### src/rtl/spm_pkg.sv
package spm_pkg;

    typedef enum logic [2:0] {
        ST_IDLE,
        ST_SRAM_ACC,
        ST_NV_ACC,
        ST_EV_RD,
        ST_EV_WR,
        ST_FILL_RD,
        ST_FILL_WR
    } seq_state_e;

    typedef enum logic {
        BANK_SRAM = 1'b0,
        BANK_NV   = 1'b1
    } bank_e;

    typedef struct packed {
        logic write;
        logic key;
        logic urgent;
    } req_attr_t;

    localparam int DEFAULT_RATIO = 8;

    function automatic int slot_count(input int addr_w, input int ratio);
        return (1 << addr_w) / ratio;
    endfunction

endpackage

### src/rtl/spm_resid_table.sv
module spm_resid_table #(
    parameter int AW     = 6,
    parameter int NSLOT  = 8,
    parameter int SLOT_W = 3
) (
    input  logic              clk,
    input  logic              rst,
    input  logic [AW-1:0]     lk_addr,
    output logic              lk_hit,
    output logic [SLOT_W-1:0] lk_slot,
    output logic              tbl_full,
    output logic [SLOT_W-1:0] free_slot,
    output logic [SLOT_W-1:0] vic_slot,
    output logic [AW-1:0]     vic_tag,
    input  logic              upd_en,
    input  logic [SLOT_W-1:0] upd_slot,
    input  logic              upd_install,
    input  logic [AW-1:0]     upd_tag
);
    localparam logic [SLOT_W-1:0] OLDEST = SLOT_W'(NSLOT - 1);

    logic [NSLOT-1:0]  valid_q;
    logic [AW-1:0]     tag_q [NSLOT];
    logic [SLOT_W-1:0] age_q [NSLOT];
    logic [NSLOT-1:0]  hit_vec;
    logic [NSLOT-1:0]  oldest_vec;
    logic [SLOT_W:0]   ref_age;

    for (genvar g = 0; g < NSLOT; g++) begin : g_slot
        assign hit_vec[g]    = valid_q[g] && (tag_q[g] == lk_addr);
        assign oldest_vec[g] = valid_q[g] && (age_q[g] == OLDEST);
    end

    assign lk_hit   = |hit_vec;
    assign tbl_full = &valid_q;

    always_comb begin
        lk_slot   = '0;
        free_slot = '0;
        vic_slot  = '0;
        for (int i = NSLOT - 1; i >= 0; i--) begin
            if (hit_vec[i])    lk_slot   = SLOT_W'(i);
            if (!valid_q[i])   free_slot = SLOT_W'(i);
            if (oldest_vec[i]) vic_slot  = SLOT_W'(i);
        end
    end

    assign vic_tag = tag_q[vic_slot];

    // A slot being filled fresh counts as older than every resident block.
    assign ref_age = valid_q[upd_slot] ? {1'b0, age_q[upd_slot]}
                                       : (SLOT_W + 1)'(NSLOT);

    always_ff @(posedge clk) begin
        if (rst) begin
            valid_q <= '0;
            for (int i = 0; i < NSLOT; i++) begin
                tag_q[i] <= '0;
                age_q[i] <= '0;
            end
        end else if (upd_en) begin
            for (int i = 0; i < NSLOT; i++) begin
                if (SLOT_W'(i) == upd_slot) begin
                    age_q[i] <= '0;
                end else if (valid_q[i] && ({1'b0, age_q[i]} < ref_age)) begin
                    age_q[i] <= age_q[i] + 1'b1;
                end
            end
            if (upd_install) begin
                valid_q[upd_slot] <= 1'b1;
                tag_q[upd_slot]   <= upd_tag;
            end
        end
    end

    // one block address is never resident in two slots
    p_tag_unique_r4: assert property (@(posedge clk) disable iff (rst)
        $onehot0(hit_vec));

    // a full table always has exactly one least-recently-used victim
    p_one_victim_r5: assert property (@(posedge clk) disable iff (rst)
        tbl_full |-> ($countones(oldest_vec) == 1));

endmodule

### src/rtl/spm_seq.sv
module spm_seq
    import spm_pkg::*;
#(
    parameter int AW     = 6,
    parameter int DW     = 32,
    parameter int SLOT_W = 3
) (
    input  logic              clk,
    input  logic              rst,
    input  logic              req_valid,
    output logic              req_ready,
    input  req_attr_t         req_attr,
    input  logic [AW-1:0]     req_addr,
    input  logic [DW-1:0]     req_wdata,
    output logic              rsp_valid,
    output logic              rsp_err,
    output logic [DW-1:0]     rsp_rdata,
    input  logic              lk_hit,
    input  logic [SLOT_W-1:0] lk_slot,
    input  logic              tbl_full,
    input  logic [SLOT_W-1:0] free_slot,
    input  logic [SLOT_W-1:0] vic_slot,
    input  logic [AW-1:0]     vic_tag,
    output logic              upd_en,
    output logic [SLOT_W-1:0] upd_slot,
    output logic              upd_install,
    output logic [AW-1:0]     upd_tag,
    output logic              op_valid,
    output bank_e             op_bank,
    output logic              op_we,
    output logic [AW-1:0]     op_addr,
    output logic [SLOT_W-1:0] op_slot,
    output logic [DW-1:0]     op_wdata,
    input  logic              op_done,
    input  logic [DW-1:0]     op_rdata
);
    seq_state_e        state_q;
    req_attr_t         cur_q;
    logic [AW-1:0]     cur_addr_q;
    logic [DW-1:0]     cur_wdata_q;
    logic [SLOT_W-1:0] slot_q;
    logic [AW-1:0]     vic_addr_q;
    logic [DW-1:0]     xfer_q;
    logic              alloc_q;
    logic              evict_q;
    logic              wb_done_q;

    assign req_ready = (state_q == ST_IDLE);
    assign op_slot   = slot_q;

    always_comb begin
        op_valid = 1'b1;
        op_bank  = BANK_SRAM;
        op_we    = 1'b0;
        op_addr  = cur_addr_q;
        op_wdata = cur_wdata_q;
        unique case (state_q)
            ST_SRAM_ACC: op_we = cur_q.write;
            ST_NV_ACC: begin
                op_bank = BANK_NV;
                op_we   = cur_q.write;
            end
            ST_EV_RD: ;
            ST_EV_WR: begin
                op_bank  = BANK_NV;
                op_we    = 1'b1;
                op_addr  = vic_addr_q;
                op_wdata = xfer_q;
            end
            ST_FILL_RD: op_bank = BANK_NV;
            ST_FILL_WR: begin
                op_we    = 1'b1;
                op_wdata = xfer_q;
            end
            default: op_valid = 1'b0;
        endcase
    end

    assign upd_en      = op_done && ((state_q == ST_SRAM_ACC) || (state_q == ST_FILL_WR));
    assign upd_slot    = slot_q;
    assign upd_install = alloc_q;
    assign upd_tag     = cur_addr_q;

    always_ff @(posedge clk) begin
        if (rst) begin
            state_q     <= ST_IDLE;
            cur_q       <= '0;
            cur_addr_q  <= '0;
            cur_wdata_q <= '0;
            slot_q      <= '0;
            vic_addr_q  <= '0;
            xfer_q      <= '0;
            alloc_q     <= 1'b0;
            evict_q     <= 1'b0;
            wb_done_q   <= 1'b0;
            rsp_valid   <= 1'b0;
            rsp_err     <= 1'b0;
            rsp_rdata   <= '0;
        end else begin
            rsp_valid <= 1'b0;
            rsp_err   <= 1'b0;
            unique case (state_q)
                ST_IDLE: begin
                    if (req_valid) begin
                        cur_q       <= req_attr;
                        cur_addr_q  <= req_addr;
                        cur_wdata_q <= req_wdata;
                        alloc_q     <= 1'b0;
                        evict_q     <= 1'b0;
                        wb_done_q   <= 1'b0;
                        if (req_attr.key && req_attr.write) begin
                            rsp_valid <= 1'b1;
                            rsp_err   <= 1'b1;
                            rsp_rdata <= '0;
                        end else if (req_attr.key) begin
                            state_q <= ST_NV_ACC;
                        end else if (lk_hit) begin
                            slot_q  <= lk_slot;
                            state_q <= ST_SRAM_ACC;
                        end else if (!req_attr.urgent) begin
                            state_q <= ST_NV_ACC;
                        end else if (tbl_full) begin
                            slot_q     <= vic_slot;
                            vic_addr_q <= vic_tag;
                            alloc_q    <= 1'b1;
                            evict_q    <= 1'b1;
                            state_q    <= ST_EV_RD;
                        end else begin
                            slot_q  <= free_slot;
                            alloc_q <= 1'b1;
                            state_q <= req_attr.write ? ST_SRAM_ACC : ST_FILL_RD;
                        end
                    end
                end
                ST_SRAM_ACC, ST_NV_ACC: begin
                    if (op_done) begin
                        rsp_valid <= 1'b1;
                        rsp_rdata <= cur_q.write ? '0 : op_rdata;
                        state_q   <= ST_IDLE;
                    end
                end
                ST_EV_RD: begin
                    if (op_done) begin
                        xfer_q  <= op_rdata;
                        state_q <= ST_EV_WR;
                    end
                end
                ST_EV_WR: begin
                    if (op_done) begin
                        wb_done_q <= 1'b1;
                        state_q   <= cur_q.write ? ST_SRAM_ACC : ST_FILL_RD;
                    end
                end
                ST_FILL_RD: begin
                    if (op_done) begin
                        xfer_q  <= op_rdata;
                        state_q <= ST_FILL_WR;
                    end
                end
                ST_FILL_WR: begin
                    if (op_done) begin
                        rsp_valid <= 1'b1;
                        rsp_rdata <= xfer_q;
                        state_q   <= ST_IDLE;
                    end
                end
                default: state_q <= ST_IDLE;
            endcase
        end
    end

    // no bank write is ever issued on behalf of a key request
    p_key_never_written_r3: assert property (@(posedge clk) disable iff (rst)
        (op_valid && op_we) |-> !cur_q.key);

    // an error response only follows acceptance of a key write
    p_err_only_key_write_r10: assert property (@(posedge clk) disable iff (rst)
        (rsp_valid && rsp_err) |-> $past(req_valid && req_ready && req_attr.key && req_attr.write));

    // the victim write-back has completed before the freed slot is allocated
    p_wb_before_alloc_r8: assert property (@(posedge clk) disable iff (rst)
        (upd_en && upd_install && evict_q) |-> wb_done_q);

    // a response follows either a bank done or an accepted request
    p_rsp_after_done_r9: assert property (@(posedge clk) disable iff (rst)
        rsp_valid |-> $past(op_done || (req_valid && req_ready)));

endmodule

### src/rtl/spm_chan_mux.sv
module spm_chan_mux
    import spm_pkg::*;
#(
    parameter int AW     = 6,
    parameter int DW     = 32,
    parameter int SLOT_W = 3
) (
    input  logic              clk,
    input  logic              rst,
    input  logic              op_valid,
    input  bank_e             op_bank,
    input  logic              op_we,
    input  logic [AW-1:0]     op_addr,
    input  logic [SLOT_W-1:0] op_slot,
    input  logic [DW-1:0]     op_wdata,
    output logic              op_done,
    output logic [DW-1:0]     op_rdata,
    output logic              sram_req,
    output logic              sram_we,
    output logic [SLOT_W-1:0] sram_slot,
    output logic [DW-1:0]     sram_wdata,
    input  logic              sram_done,
    input  logic [DW-1:0]     sram_rdata,
    output logic              nv_req,
    output logic              nv_we,
    output logic [AW-1:0]     nv_addr,
    output logic [DW-1:0]     nv_wdata,
    input  logic              nv_done,
    input  logic [DW-1:0]     nv_rdata
);
    logic to_nv;

    assign to_nv      = (op_bank == BANK_NV);
    assign sram_req   = op_valid && !to_nv;
    assign nv_req     = op_valid && to_nv;
    assign sram_we    = op_we;
    assign nv_we      = op_we;
    assign sram_slot  = op_slot;
    assign nv_addr    = op_addr;
    assign sram_wdata = op_wdata;
    assign nv_wdata   = op_wdata;
    assign op_done    = to_nv ? (nv_req && nv_done) : (sram_req && sram_done);
    assign op_rdata   = to_nv ? nv_rdata : sram_rdata;

    // a bank request and its fields hold steady until its done
    p_req_held_r10: assert property (@(posedge clk) disable iff (rst)
        (op_valid && !op_done) |=> (op_valid && $stable(op_bank) && $stable(op_we)
                                    && $stable(op_addr) && $stable(op_slot) && $stable(op_wdata)));

endmodule

### src/rtl/spm_hybrid_ctrl.sv
module spm_hybrid_ctrl
    import spm_pkg::*;
#(
    parameter int ADDR_W = 6,
    parameter int DATA_W = 32,
    parameter int RATIO  = DEFAULT_RATIO,
    localparam int NSLOT  = slot_count(ADDR_W, RATIO),
    localparam int SLOT_W = $clog2(NSLOT)
) (
    input  logic              clk,
    input  logic              rst,
    input  logic              req_valid,
    output logic              req_ready,
    input  logic              req_write,
    input  logic              req_key,
    input  logic              req_urgent,
    input  logic [ADDR_W-1:0] req_addr,
    input  logic [DATA_W-1:0] req_wdata,
    output logic              rsp_valid,
    output logic              rsp_err,
    output logic [DATA_W-1:0] rsp_rdata,
    output logic              sram_req,
    output logic              sram_we,
    output logic [SLOT_W-1:0] sram_slot,
    output logic [DATA_W-1:0] sram_wdata,
    input  logic              sram_done,
    input  logic [DATA_W-1:0] sram_rdata,
    output logic              nv_req,
    output logic              nv_we,
    output logic [ADDR_W-1:0] nv_addr,
    output logic [DATA_W-1:0] nv_wdata,
    input  logic              nv_done,
    input  logic [DATA_W-1:0] nv_rdata
);
    req_attr_t         attr;
    logic              lk_hit, tbl_full, upd_en, upd_install;
    logic [SLOT_W-1:0] lk_slot, free_slot, vic_slot, upd_slot, op_slot;
    logic [ADDR_W-1:0] vic_tag, upd_tag, op_addr;
    logic              op_valid, op_we, op_done;
    bank_e             op_bank;
    logic [DATA_W-1:0] op_wdata, op_rdata;

    assign attr = '{write: req_write, key: req_key, urgent: req_urgent};

    spm_resid_table #(.AW(ADDR_W), .NSLOT(NSLOT), .SLOT_W(SLOT_W)) u_table (
        .clk(clk), .rst(rst),
        .lk_addr(req_addr), .lk_hit(lk_hit), .lk_slot(lk_slot),
        .tbl_full(tbl_full), .free_slot(free_slot),
        .vic_slot(vic_slot), .vic_tag(vic_tag),
        .upd_en(upd_en), .upd_slot(upd_slot),
        .upd_install(upd_install), .upd_tag(upd_tag)
    );

    spm_seq #(.AW(ADDR_W), .DW(DATA_W), .SLOT_W(SLOT_W)) u_seq (
        .clk(clk), .rst(rst),
        .req_valid(req_valid), .req_ready(req_ready), .req_attr(attr),
        .req_addr(req_addr), .req_wdata(req_wdata),
        .rsp_valid(rsp_valid), .rsp_err(rsp_err), .rsp_rdata(rsp_rdata),
        .lk_hit(lk_hit), .lk_slot(lk_slot), .tbl_full(tbl_full),
        .free_slot(free_slot), .vic_slot(vic_slot), .vic_tag(vic_tag),
        .upd_en(upd_en), .upd_slot(upd_slot),
        .upd_install(upd_install), .upd_tag(upd_tag),
        .op_valid(op_valid), .op_bank(op_bank), .op_we(op_we),
        .op_addr(op_addr), .op_slot(op_slot), .op_wdata(op_wdata),
        .op_done(op_done), .op_rdata(op_rdata)
    );

    spm_chan_mux #(.AW(ADDR_W), .DW(DATA_W), .SLOT_W(SLOT_W)) u_mux (
        .clk(clk), .rst(rst),
        .op_valid(op_valid), .op_bank(op_bank), .op_we(op_we),
        .op_addr(op_addr), .op_slot(op_slot), .op_wdata(op_wdata),
        .op_done(op_done), .op_rdata(op_rdata),
        .sram_req(sram_req), .sram_we(sram_we), .sram_slot(sram_slot),
        .sram_wdata(sram_wdata), .sram_done(sram_done), .sram_rdata(sram_rdata),
        .nv_req(nv_req), .nv_we(nv_we), .nv_addr(nv_addr),
        .nv_wdata(nv_wdata), .nv_done(nv_done), .nv_rdata(nv_rdata)
    );

endmodule

### config.mk
export PLATFORM = sky130hd
export DESIGN_NAME = spm_hybrid_ctrl
export DESIGN_NICKNAME = d
export VERILOG_FILES = /design/src/rtl/spm_pkg.sv /design/src/rtl/spm_resid_table.sv /design/src/rtl/spm_seq.sv /design/src/rtl/spm_chan_mux.sv /design/src/rtl/spm_hybrid_ctrl.sv
export SDC_FILE = /design/constraint.sdc
export NUM_CORES = 1
export LEC_CHECK = 0
export BUFFER_PORTS_ARGS = -buffer_cell sky130_fd_sc_hd__buf_4
export CAP_MARGIN = 20
export CORE_ASPECT_RATIO = 1.4
export CORE_MARGIN = 2
export CORE_UTILIZATION = 27
export DETAILED_ROUTE_END_ITERATION = 12
export GPL_TIMING_DRIVEN = 0
export SETUP_SLACK_MARGIN = 0.3
export SYNTH_ARGS = -nofsm -noshare
export SYNTH_HDL_FRONTEND = slang
export SYNTH_HIERARCHICAL = 1
export SYNTH_SLANG_ARGS = --single-unit
### constraint.sdc
create_clock -name clk -period 10 [get_ports clk]
set_input_delay 2 -clock clk [delete_from_list [all_inputs] [get_ports clk]]
set_output_delay 2 -clock clk [all_outputs]
set_load 0.01 [all_outputs]
==> flow_summary.ini, run 1 <==
[run_status]
status = completed

[global_routing]
grt_start_max_net_pins = 22
via_count_of_the_first_global_routing_pass = 10425
grt_first_pass_wirelength_um = 59300
grt_overflow = 0
globalRouteTotalUtil_pct = 16.9
antenna_violations_before_repair = 1

[synthesis]
synth_seq_area_share_pct = 39.4
avgSynthCellArea_um2 = 9.04
synth_area_um2 = 11900
synth.net_count = 1459
netlist_instances = 1317
post_synth_num_cell_types = 78
dominantRegCellSynth = sky130_fd_sc_hd__dfxtp_1
synthesis.yosys.warnings = 6
async_reset_ff_share_pct = 0
synth_edf_count = 72
ys_ff_latch = 198

[timing]
worst_pin_slew_ns = 1.12
period_minus_slack_ns = 4.96
rsz0062_at_grt = no
finalHoldViolCount = 0
skew_ns = 0.0129
final.period_utilization_pct = 49.6
layout_setup_ws_ns = 5.04
timing.final.max_slew_violations = 0
slew_headroom_pct = 24.8
finalSetupViolCount = 0
worst_hold_slack_ns = 0.457
fmaxAchievable_ghz = 0.202
totalNegativeSetupSlack_ns = 0

[pwr]
leakagePower_nw = 6.34
net-switching-power_uw = 680
power_per_cell_area_nw_per_um2 = 146
power.combinational.fraction_pct = 25.0
vdd.ir_drop.worst_uv = 124
power_switching_share_pct = 31.3
seq_power_share_pct = 42.1
internal_power_mw = 1.49
total_power_mw = 2.17
clock_power_share_pct = 32.9

[cts]
post_cts.repair.setup_buffers = 0
clkTransAtPathRegs_ns = 0.09
cts.hold.buffers_added = 0
cts.repair.resized = 0
clock_sinks = 198
numCtsBuffers = 17
insertion_delay_ns = 0.46
clock_tree.root_cell = sky130_fd_sc_hd__clkbuf_16
clock_path_buffers = 2
cts_tree = yes
h-tree-depth = 4

[placement]
dp_hpwl_um = 31100
placed_cells_incl_taps = 2097
post_dp_cell_area_um2 = 14300
portBuffers = 221
worst_slack_placed_ns = 4.71
globalplace.congestion = 0.897

[drt]
num_vias = 10447
drt-wirelength-per-cell_um = 18.3
detail_route.vias_per_cell = 4.90
final_antenna_violating_net_count = 0
dr.pass1.iters = 4
wirelength_um = 39100
remaining_drc_errors = 0
drtIter0Drc = 632

[floorplan]
starting_density_pct = 27.1
die_h_um = 252
core_um2 = 43800
boundaryPins = 222
die_w_um = 181
placementRows = 91
area_of_the_die_um2 = 45800

[setup_path]
critical_path.endpoint_type = flip-flop
crit_buf_inv = 2
worst-path-max-fanout = 10
path_cells = buf_4, mux2i_1, nor2b_1, o21a_1, clkbuf_1, nand4_1, nor3_1, or2_1
worst-setup-path-type = input pin to flip-flop
critical_path.startpoint_type = input pin
crit_path_top_delay_cell = sky130_fd_sc_hd__nor3_1
cp_top_family = simple AND/OR/NAND/NOR gates
critPathArrivalTime_ns = 5.10
worst_r2r_startpoint = u_seq/state_q[0]
critPathLaunch = nv_done
worst_path_largest_cell_delay_ns = 0.79
critPathRequiredTime_ns = 10.14

[finish]
area.growth.synth_to_final_pct = 25.1
mostFrequentLayoutCell = sky130_fd_sc_hd__buf_4
layout.cell_area.non_filler_um2 = 14900
finalNetCount = 1700
layout_common_cells = sky130_fd_sc_hd__buf_4 (304), sky130_fd_sc_hd__nand2_1 (284), sky130_fd_sc_hd__dfxtp_1 (126), sky130_fd_sc_hd__a21oi_1 (88), sky130_fd_sc_hd__nor2_1 (75)
layoutNonFillerInstCount = 2130
layout.filler_cells = 4525
fin_util_pct = 34.0
layout_cell_share_with_drive_strength_beyond_1_pct = 28.1

[flow_run]
max_cap_viol_count = 0

[worst_hold_path]
holdCritStartpoint = u_seq/cur_wdata_q[18]
timing.hold.worst.class = flip-flop to flip-flop
[cell usage after synthesis, drive strengths merged (12+ instances only)]
library cell,count,share of area [%]
nand2,284,9.0
dfxtp,126,21
buf,107,6.8
a21oi,88,3.7
nor2,75,2.4
edfxtp,72,18
and2,69,3.6
clkbuf,62,2.0
nor3,43,1.8
a221oi,39,4.4
mux2,39,4.6
ha,32,3.4
o21ai,30,1.3
xnor2,27,2.0
xor2,23,1.7
mux2i,22,2.0
nand4,15,0.79
inv,12,0.38
[worst paths after layout]
kind | endpoint | slack (ns) | depth (start not counted)
min | u_seq/cur_wdata_q[18] | 0.46 | 2
max reg2reg | u_table/tag_q[0][0] | 5.24 | 10
min reg2reg | u_seq/cur_wdata_q[18] | 0.46 | 2
max | u_table/tag_q[0][0] | 5.04 | 8
[tightest hold or removal path, delay by kind of cell, from the launching register on]
kind / cells / cell delay (ns)
DFF: 1 / 0.32
AOI/OAI and AO/OA: 1 / 0.05
and+or+nand+nor: 1 / 0.05
[cells by family (layout without fill, tap and decap cells)]
family          Yosys count  in the layout  share of synthesized area (%)
compound gates          238            238                           15.2
xor+xnor                 50             50                           3.68
fa+ha+maj                32             32                           3.36
buf+inv                 181            435                           9.14
flops                   198            198                           39.4
mux                      69             69                           8.07
other cells               0              1                              0
simple gates            549            549                           21.2
[per-layer routing]
metal	up-vias	global-route usage, %	wire length [um]	share of wire, %
li1	5039	-	-	-
met1	4976	17.0	14100	36
met2	359	32.7	21200	54
met3	73	3.93	2510	6.4
met4	0	7.32	1320	3.4
met5	-	0	0	0
[power groups by stage]
stage | registers [mW] | logic (mW) | clock network, mW
finish | 0.915 | 0.543 | 0.716
CTS | 0.915 | 0.547 | 0.733
global placement | 0.932 | 0.540 | 0
global route | 0.921 | 0.584 | 0.760
detailed placement | 0.933 | 0.545 | 0
floorplan | 0.926 | 0.333 | 0
[area by class of cell]
type                            count  area, um2  share of cell area [%]
Tap cell                          558        698                    4.69
Buffer                            169       1040                    7.00
Antenna cell                        1       2.50                  0.0168
Clock buffer                       18        450                    3.03
Inverter                           12       45.0                   0.303
Clock inverter                     14        168                    1.13
Multi-Input combinational cell    938       6130                    41.2
Sequential cell                   198       4680                    31.5
Timing Repair Buffer              222       1660                    11.2
[sequential cells by signal, indices dropped and copies added (netlist names), 3 cells and up]
signal	flops
u_seq/cur_wdata_q	32
u_seq/op_slot	3
u_seq/rsp_rdata	32
u_seq/state_q	3
u_seq/upd_tag	6
u_seq/vic_addr_q	6
u_seq/xfer_q	32
u_table/age_q	24
u_table/tag_q	48
u_table/valid_q	8
Note: power is estimated with default switching activity, not from simulation.
==> run 2, diff against run 1 <==
Clock period 10 ns to 4.7 ns, I/O delays scaled along.
==> run 2 against run 1 <==
Non-clock buffer count rose by 3. Wire length increased by 0.23%. Die area unchanged. Global-route usage stayed put. Clock power rose by 110%. Critical path type is now flip-flop to flip-flop.
==> flow_summary.ini, run 2 (synthesis results as in run 1) <==
[timing]
worst_pin_slew_ns = 0.970
finalSetupViolCount = 0
finalHoldViolCount = 0
period_minus_slack_ns = 4.15
rsz0062_at_grt = no
slew_headroom_pct = 35.0
totalNegativeSetupSlack_ns = 0
fmaxAchievable_ghz = 0.241
worst_hold_slack_ns = 0.457
final.period_utilization_pct = 88.3
skew_ns = 0.0129
timing.final.max_slew_violations = 0

[finish]
layoutNonFillerInstCount = 2133
area.growth.synth_to_final_pct = 25.6
top_register = u_table/tag_q
layout.filler_cells = 4515
finalNetCount = 1703
mostFrequentLayoutCell = sky130_fd_sc_hd__buf_4
layout_cell_share_with_drive_strength_beyond_1_pct = 28.5
largest_register_ffs = 48
layout_common_cells = sky130_fd_sc_hd__buf_4 (306), sky130_fd_sc_hd__nand2_1 (284), sky130_fd_sc_hd__dfxtp_1 (126), sky130_fd_sc_hd__a21oi_1 (88), sky130_fd_sc_hd__nor2_1 (75)
layout.cell_area.non_filler_um2 = 14900

[setup_path]
critPathArrivalTime_ns = 4.26
worst_path_largest_cell_delay_ns = 0.58
critPathLaunch = u_seq/op_slot[1]
critical_path.startpoint_type = flip-flop
path_cells = buf_4, buf_1, clkbuf_1, mux4_2, and3_1, a31oi_2, ha_1, o21ai_0, a21oi_1, o311ai_1
crit_path_top_delay_cell = sky130_fd_sc_hd__clkbuf_1
ff2ff_path_depth = 10
critPathRequiredTime_ns = 4.80
critical_path.endpoint_type = flip-flop
worst-path-max-fanout = 10
worst_r2r_startpoint = u_seq/op_slot[1]
worst-setup-path-type = flip-flop to flip-flop

[floorplan]
die_w_um = 181
area_of_the_die_um2 = 45800
die_h_um = 252
boundaryPins = 222
starting_density_pct = 27.1
core_um2 = 43800
placementRows = 91

[drt]
wirelength_um = 39200
dr.pass1.iters = 6
drtIter0Drc = 568
detail_route.vias_per_cell = 4.89
met2_length_um = 21200
final_antenna_violating_net_count = 0
drt-wirelength-per-cell_um = 18.4
post_route_met1_wirelength_um = 14100
route.top_layer_used = met4
num_vias = 10436
wl_met3_um = 2560
remaining_drc_errors = 0

[worst_hold_path]
holdCritStartpoint = u_seq/cur_wdata_q[18]
timing.hold.worst.class = flip-flop to flip-flop
min_delay_path_depth = 2

[global_routing]
globalRouteTotalUtil_pct = 16.9
grt_start_max_net_pins = 22
via_count_of_the_first_global_routing_pass = 10422
grt_first_pass_wirelength_um = 59300
antenna_violations_before_repair = 1
grt_overflow = 0

[cts]
clkTransAtPathRegs_ns = 0.09
clock_sinks = 198
insertion_delay_ns = 0.46
numCtsBuffers = 17
h-tree-depth = 4
clock_tree.root_cell = sky130_fd_sc_hd__clkbuf_16
cts_tree = yes
clock_path_buffers = 2

[pwr]
vdd.ir_drop.worst_uv = 263
leakagePower_nw = 6.36
power_per_cell_area_nw_per_um2 = 310

[run_status]
status = completed

[placement]
placed_cells_incl_taps = 2097
portBuffers = 221
globalplace.congestion = 0.897
post_dp_cell_area_um2 = 14300
dp_hpwl_um = 31100

[flow_run]
max_cap_viol_count = 0
## run 2: cell types whose count changed in the layout (fill, tap and decap cells not counted)
| cell | delta |
|---|---|
| sky130_fd_sc_hd__a31oi_1 | -2 |
| sky130_fd_sc_hd__o21ai_0 | -3 |
| sky130_fd_sc_hd__o21ai_1 | +3 |
| sky130_fd_sc_hd__nor3_1 | -2 |
| sky130_fd_sc_hd__a31oi_2 | +2 |
| sky130_fd_sc_hd__nor3_4 | +1 |
| sky130_fd_sc_hd__buf_12 | +1 |
| sky130_fd_sc_hd__buf_4 | +2 |
| sky130_fd_sc_hd__nor3_2 | +1 |
## run 2: final cells by class
cell class              instances  area (um2)  share of cell area [%]
well taps                     558         698                    4.67
multi-input cells             938        6160                    41.2
inverters                      12        45.0                   0.301
diodes                          1        2.50                  0.0167
clock buffers                  18         450                    3.01
clock inverters                14         168                    1.12
repair buffers                225        1700                    11.4
flip-flops and latches        198        4680                    31.3
plain buffers                 169        1040                    6.97
## run 2: worst paths after layout
kind                           end  slack [ns]
max            u_table/age_q[0][2]        0.55
max reg2reg    u_table/age_q[0][2]        0.55
min          u_seq/cur_wdata_q[18]        0.46
min reg2reg  u_seq/cur_wdata_q[18]        0.46
## run 2: where the power goes
part           internal, mW  switching [mW]  total, mW
logic                 0.553           0.604       1.16
registers              1.87          0.0801       1.95
clock network         0.758           0.766       1.52
## run 2: per-stage QoR
stage | util, % | setup slack [ns] | power [mW]
2_1_floorplan | - | 1.40 | 2.68
5_1_grt | 34.1 | 0.310 | 4.82
6_report | 34.1 | 0.548 | 4.63
3_5_place_dp | 32.5 | 0.169 | 3.15
4_1_cts | 34.0 | 0.279 | 4.67
3_3_place_gp | 32.5 | 0.225 | 3.13
## run 2: worst max-delay path: cells and delay by family, from the launching register on
kind / cells / cell delay [ns]
muxes: 1 / 0.39
AOI/OAI and AO/OA: 4 / 1.30
buffers and inverters: 3 / 1.14
and+or+nand+nor: 1 / 0.21
DFF: 1 / 0.42
adders and majority gates: 1 / 0.34
## run 2: timing repair
| action | in CTS | in global routing |
|---|---|---|
| gates resized for setup | 1 | 7 |
| endpoints found under the setup margin | 6 | 55 |
| pin swaps | 0 | 1 |
| setup buffers | 0 | 3 |
| hold buffers | 0 | 0 |
## run 2: layer usage
metal	global-route usage [%]	vias up
li1	-	5034
met2	32.8	376
met3	3.93	80
met1	17.0	4946
met4	7.18	0
met5	0	-
==> run 3, diff against run 2 <==
Settings changed: ABC_AREA from default to 1, CORE_ASPECT_RATIO 1.4 to 0.8.
==> run 3 against run 2 <==
Via count grew 19%. Register-to-register slack better by 0.83 ns. Synthesized area up 4.7%. Wire length increased by 8.1%. Largest cell class unchanged. Clock power barely moved. Critical endpoint is now nv_wdata[5].
==> flow_summary.ini, run 3 <==
[setup_path]
critPathLaunch = u_seq/state_q[2]
r2r_end = u_table/age_q[5][0]
ff2ff_path_depth = 12
worst_case_register_to_register_setup_slack_ns = 1.38
critical_path.endpoint_type = primary output
critPathRequiredTime_ns = 3.76
worst-path-max-fanout = 10
worst_setup_path_endpoint = nv_wdata[5]
critical_path.startpoint_type = flip-flop
worst_r2r_startpoint = u_seq/state_q[1]
worst-setup-path-type = flip-flop to primary output
critPathArrivalTime_ns = 2.60

[pwr]
leakagePower_nw = 7.40
power_switching_share_pct = 40.8
power_per_cell_area_nw_per_um2 = 446
seq_power_share_pct = 31.5
power.combinational.fraction_pct = 46.7
internal_power_mw = 4.09
net-switching-power_mw = 2.82
vdd.ir_drop.worst_uv = 260
clock_power_share_pct = 21.8

[cts]
h-tree-depth = 4
post_cts.repair.setup_buffers = 0
clock_tree.root_cell = sky130_fd_sc_hd__clkbuf_16
clock_sinks = 198
clock_path_buffers = 2
numCtsBuffers = 17
cts_tree = yes
cts.repair.resized = 0
insertion_delay_ns = 0.46
clkTransAtPathRegs_ns = 0.07
cts.hold.buffers_added = 0

[synthesis]
synth_area_um2 = 12500
synth.area.top_cells = sky130_fd_sc_hd__dfxtp_1 (20%), sky130_fd_sc_hd__edfxtp_1 (17%), sky130_fd_sc_hd__nand2_1 (17%), sky130_fd_sc_hd__inv_1 (7.0%), sky130_fd_sc_hd__nor2_1 (6.8%)
post_synth_num_cell_types = 47
synth_seq_area_share_pct = 37.6
synthesis.yosys.warnings = 6
ys_ff_latch = 198
yosysTopAreaCell = sky130_fd_sc_hd__dfxtp_1
avgSynthCellArea_um2 = 6.78
synth.most_common_cell = sky130_fd_sc_hd__nand2_1
async_reset_ff_share_pct = 0
netlist_instances = 1838
netlist_top_cells_count = sky130_fd_sc_hd__nand2_1 (551), sky130_fd_sc_hd__inv_1 (232), sky130_fd_sc_hd__nor2_1 (226), sky130_fd_sc_hd__dfxtp_1 (126), sky130_fd_sc_hd__o21ai_0 (125)
synth.net_count = 1980
synth_top_cell_area_share_pct = 20.2
dominantRegCellSynth = sky130_fd_sc_hd__dfxtp_1
synth_edf_count = 72

[drt]
drt-wirelength-per-cell_um = 15.6
detail_route.vias_per_cell = 4.60
dr.pass1.iters = 5
remaining_drc_errors = 0
wirelength_um = 42300
num_vias = 12430
final_antenna_violating_net_count = 0
drtIter0Drc = 1091

[global_routing]
grt_util_met1_pct = 25.9
globalRouteTotalUtil_pct = 17.3
grtUsageMet3_pct = 2.69
grt_first_pass_wirelength_um = 65000
grt_most_used_layer = met1
grtUsageMet2_pct = 25.7
grt_start_max_net_pins = 20
grt_overflow = 0
antenna_violations_before_repair = 1
via_count_of_the_first_global_routing_pass = 11363

[worst_hold_path]
timing.hold.worst.class = flip-flop to flip-flop

[floorplan]
starting_density_pct = 27.3
placementRows = 70
die_w_um = 244
area_of_the_die_um2 = 47900
die_h_um = 196
core_um2 = 45600
boundaryPins = 222

[timing]
timing.final.max_slew_violations = 0
period_minus_slack_ns = 3.54
slew_headroom_pct = 44.5
totalNegativeSetupSlack_ns = 0
fmaxAchievable_ghz = 0.283
skew_ns = 0.0124
rsz0062_at_grt = no
worst_pin_slew_ns = 0.833
finalSetupViolCount = 0
worst_hold_slack_ns = 0.467
finalHoldViolCount = 0
final.period_utilization_pct = 75.3

[finish]
area.growth.synth_to_final_pct = 24.4
mostFrequentLayoutCell = sky130_fd_sc_hd__nand2_1
largest_register_ffs = 48
final-seq-area_um2 = 4680
n_antenna_cell = 0
finalNetCount = 2222
multi_input_area_um2 = 5760
layout_cell_share_with_drive_strength_beyond_1_pct = 21.0
layout.filler_cells = 4901
top_register = u_table/tag_q
layout_common_cells = sky130_fd_sc_hd__nand2_1 (551), sky130_fd_sc_hd__buf_4 (312), sky130_fd_sc_hd__inv_1 (232), sky130_fd_sc_hd__nor2_1 (226), sky130_fd_sc_hd__dfxtp_1 (126)

[placement]
portBuffers = 221
globalplace.congestion = 0.931
dp_hpwl_um = 33400

[flow_run]
max_cap_viol_count = 0

[run_status]
status = completed
==> run 3: cell count changes after synthesis, sizes merged, moves of 25 or more <==
cell / delta
nand2: +284
inv: +226
nor2: +166
o21ai: +106
nand3: +92
and2: -67
mux2: -39
a221oi: -38
clkbuf: -34
nor3: -28
buf: +27
xnor2: -25
==> run 3: worst min-delay path by stage <==
stage                                startpoint                    end  slack (ns)  cells past startpoint
final                     u_seq/cur_wdata_q[26]  u_seq/cur_wdata_q[26]        0.47                      2
after global routing      u_seq/cur_wdata_q[12]  u_seq/cur_wdata_q[12]        0.49                      2
after CTS                 u_seq/cur_wdata_q[18]  u_seq/cur_wdata_q[18]        0.47                      2
after detailed placement  u_seq/cur_wdata_q[18]  u_seq/cur_wdata_q[18]        0.46                      2
after global placement     u_seq/cur_wdata_q[9]   u_seq/cur_wdata_q[9]        0.45                      2
after floorplan                u_seq/xfer_q[31]       u_seq/xfer_q[31]        0.44                      2
==> run 3: stage by stage <==
stage / cells / total power [mW] / setup WS [ns] / cell area (um2) / utilization [%]
CTS: 2704 / 6.94 / 1.17 / 15500 / 34.0
finish: 2705 / 6.92 / 1.16 / 15500 / 34.0
detailed placement: 2672 / 5.43 / 0.811 / 14900 / 32.6
global route: 2705 / 7.38 / 0.994 / 15500 / 34.0
floorplan: 1838 / 4.21 / 1.90 / 12500 / -
global placement: 2671 / 5.39 / 0.813 / 14900 / 32.6
==> run 3: final cells by class <==
type                            instances  area share (%)
Multi-Input combinational cell       1238            37.2
Clock buffer                           19            3.07
Timing Repair Buffer                  223            10.8
Buffer                                162            7.10
Inverter                              240            5.89
Tap cell                              612            4.94
Sequential cell                       198            30.2
Clock inverter                         13           0.832
==> run 3: logic make-up after synthesis <==
family / share of synthesized area, %
AOI/OAI and AO/OA: 10.9
xor gates and xnor gates: 0.492
and+or+nand+nor: 31.7
DFF: 37.6
adders and majority gates: 3.21
buffers and inverters: 16.2
==> run 3: worst max-delay path, cell delays in order, from the launching register on <==
cell and delay [ns]:
sky130_fd_sc_hd__dfxtp_1 0.31, sky130_fd_sc_hd__buf_6 0.15, sky130_fd_sc_hd__inv_4 0.12, sky130_fd_sc_hd__nor2_4 0.04, sky130_fd_sc_hd__inv_1 0.06, sky130_fd_sc_hd__buf_2 0.27, sky130_fd_sc_hd__clkbuf_1 0.52, sky130_fd_sc_hd__o21ai_0 0.32
sky130_fd_sc_hd__buf_4 0.21, sky130_fd_sc_hd__buf_4 0.13
==> run 3: metal layers <==
layer / vias to the layer above / wire length, um
met3: 37 / 2950
li1: 6187 / -
met5: - / 13
met4: 2 / 660
met1: 5751 / 20800
met2: 453 / 17900
==> run 3: power by group through the flow <==
stage                     clock network [mW]  logic (mW)  registers, mW
after floorplan                            0        1.97           2.24
after global placement                     0        3.18           2.21
after detailed placement                   0        3.21           2.22
after CTS                               1.54        3.22           2.18
after global routing                    1.61        3.56           2.21
final                                   1.51        3.23           2.18
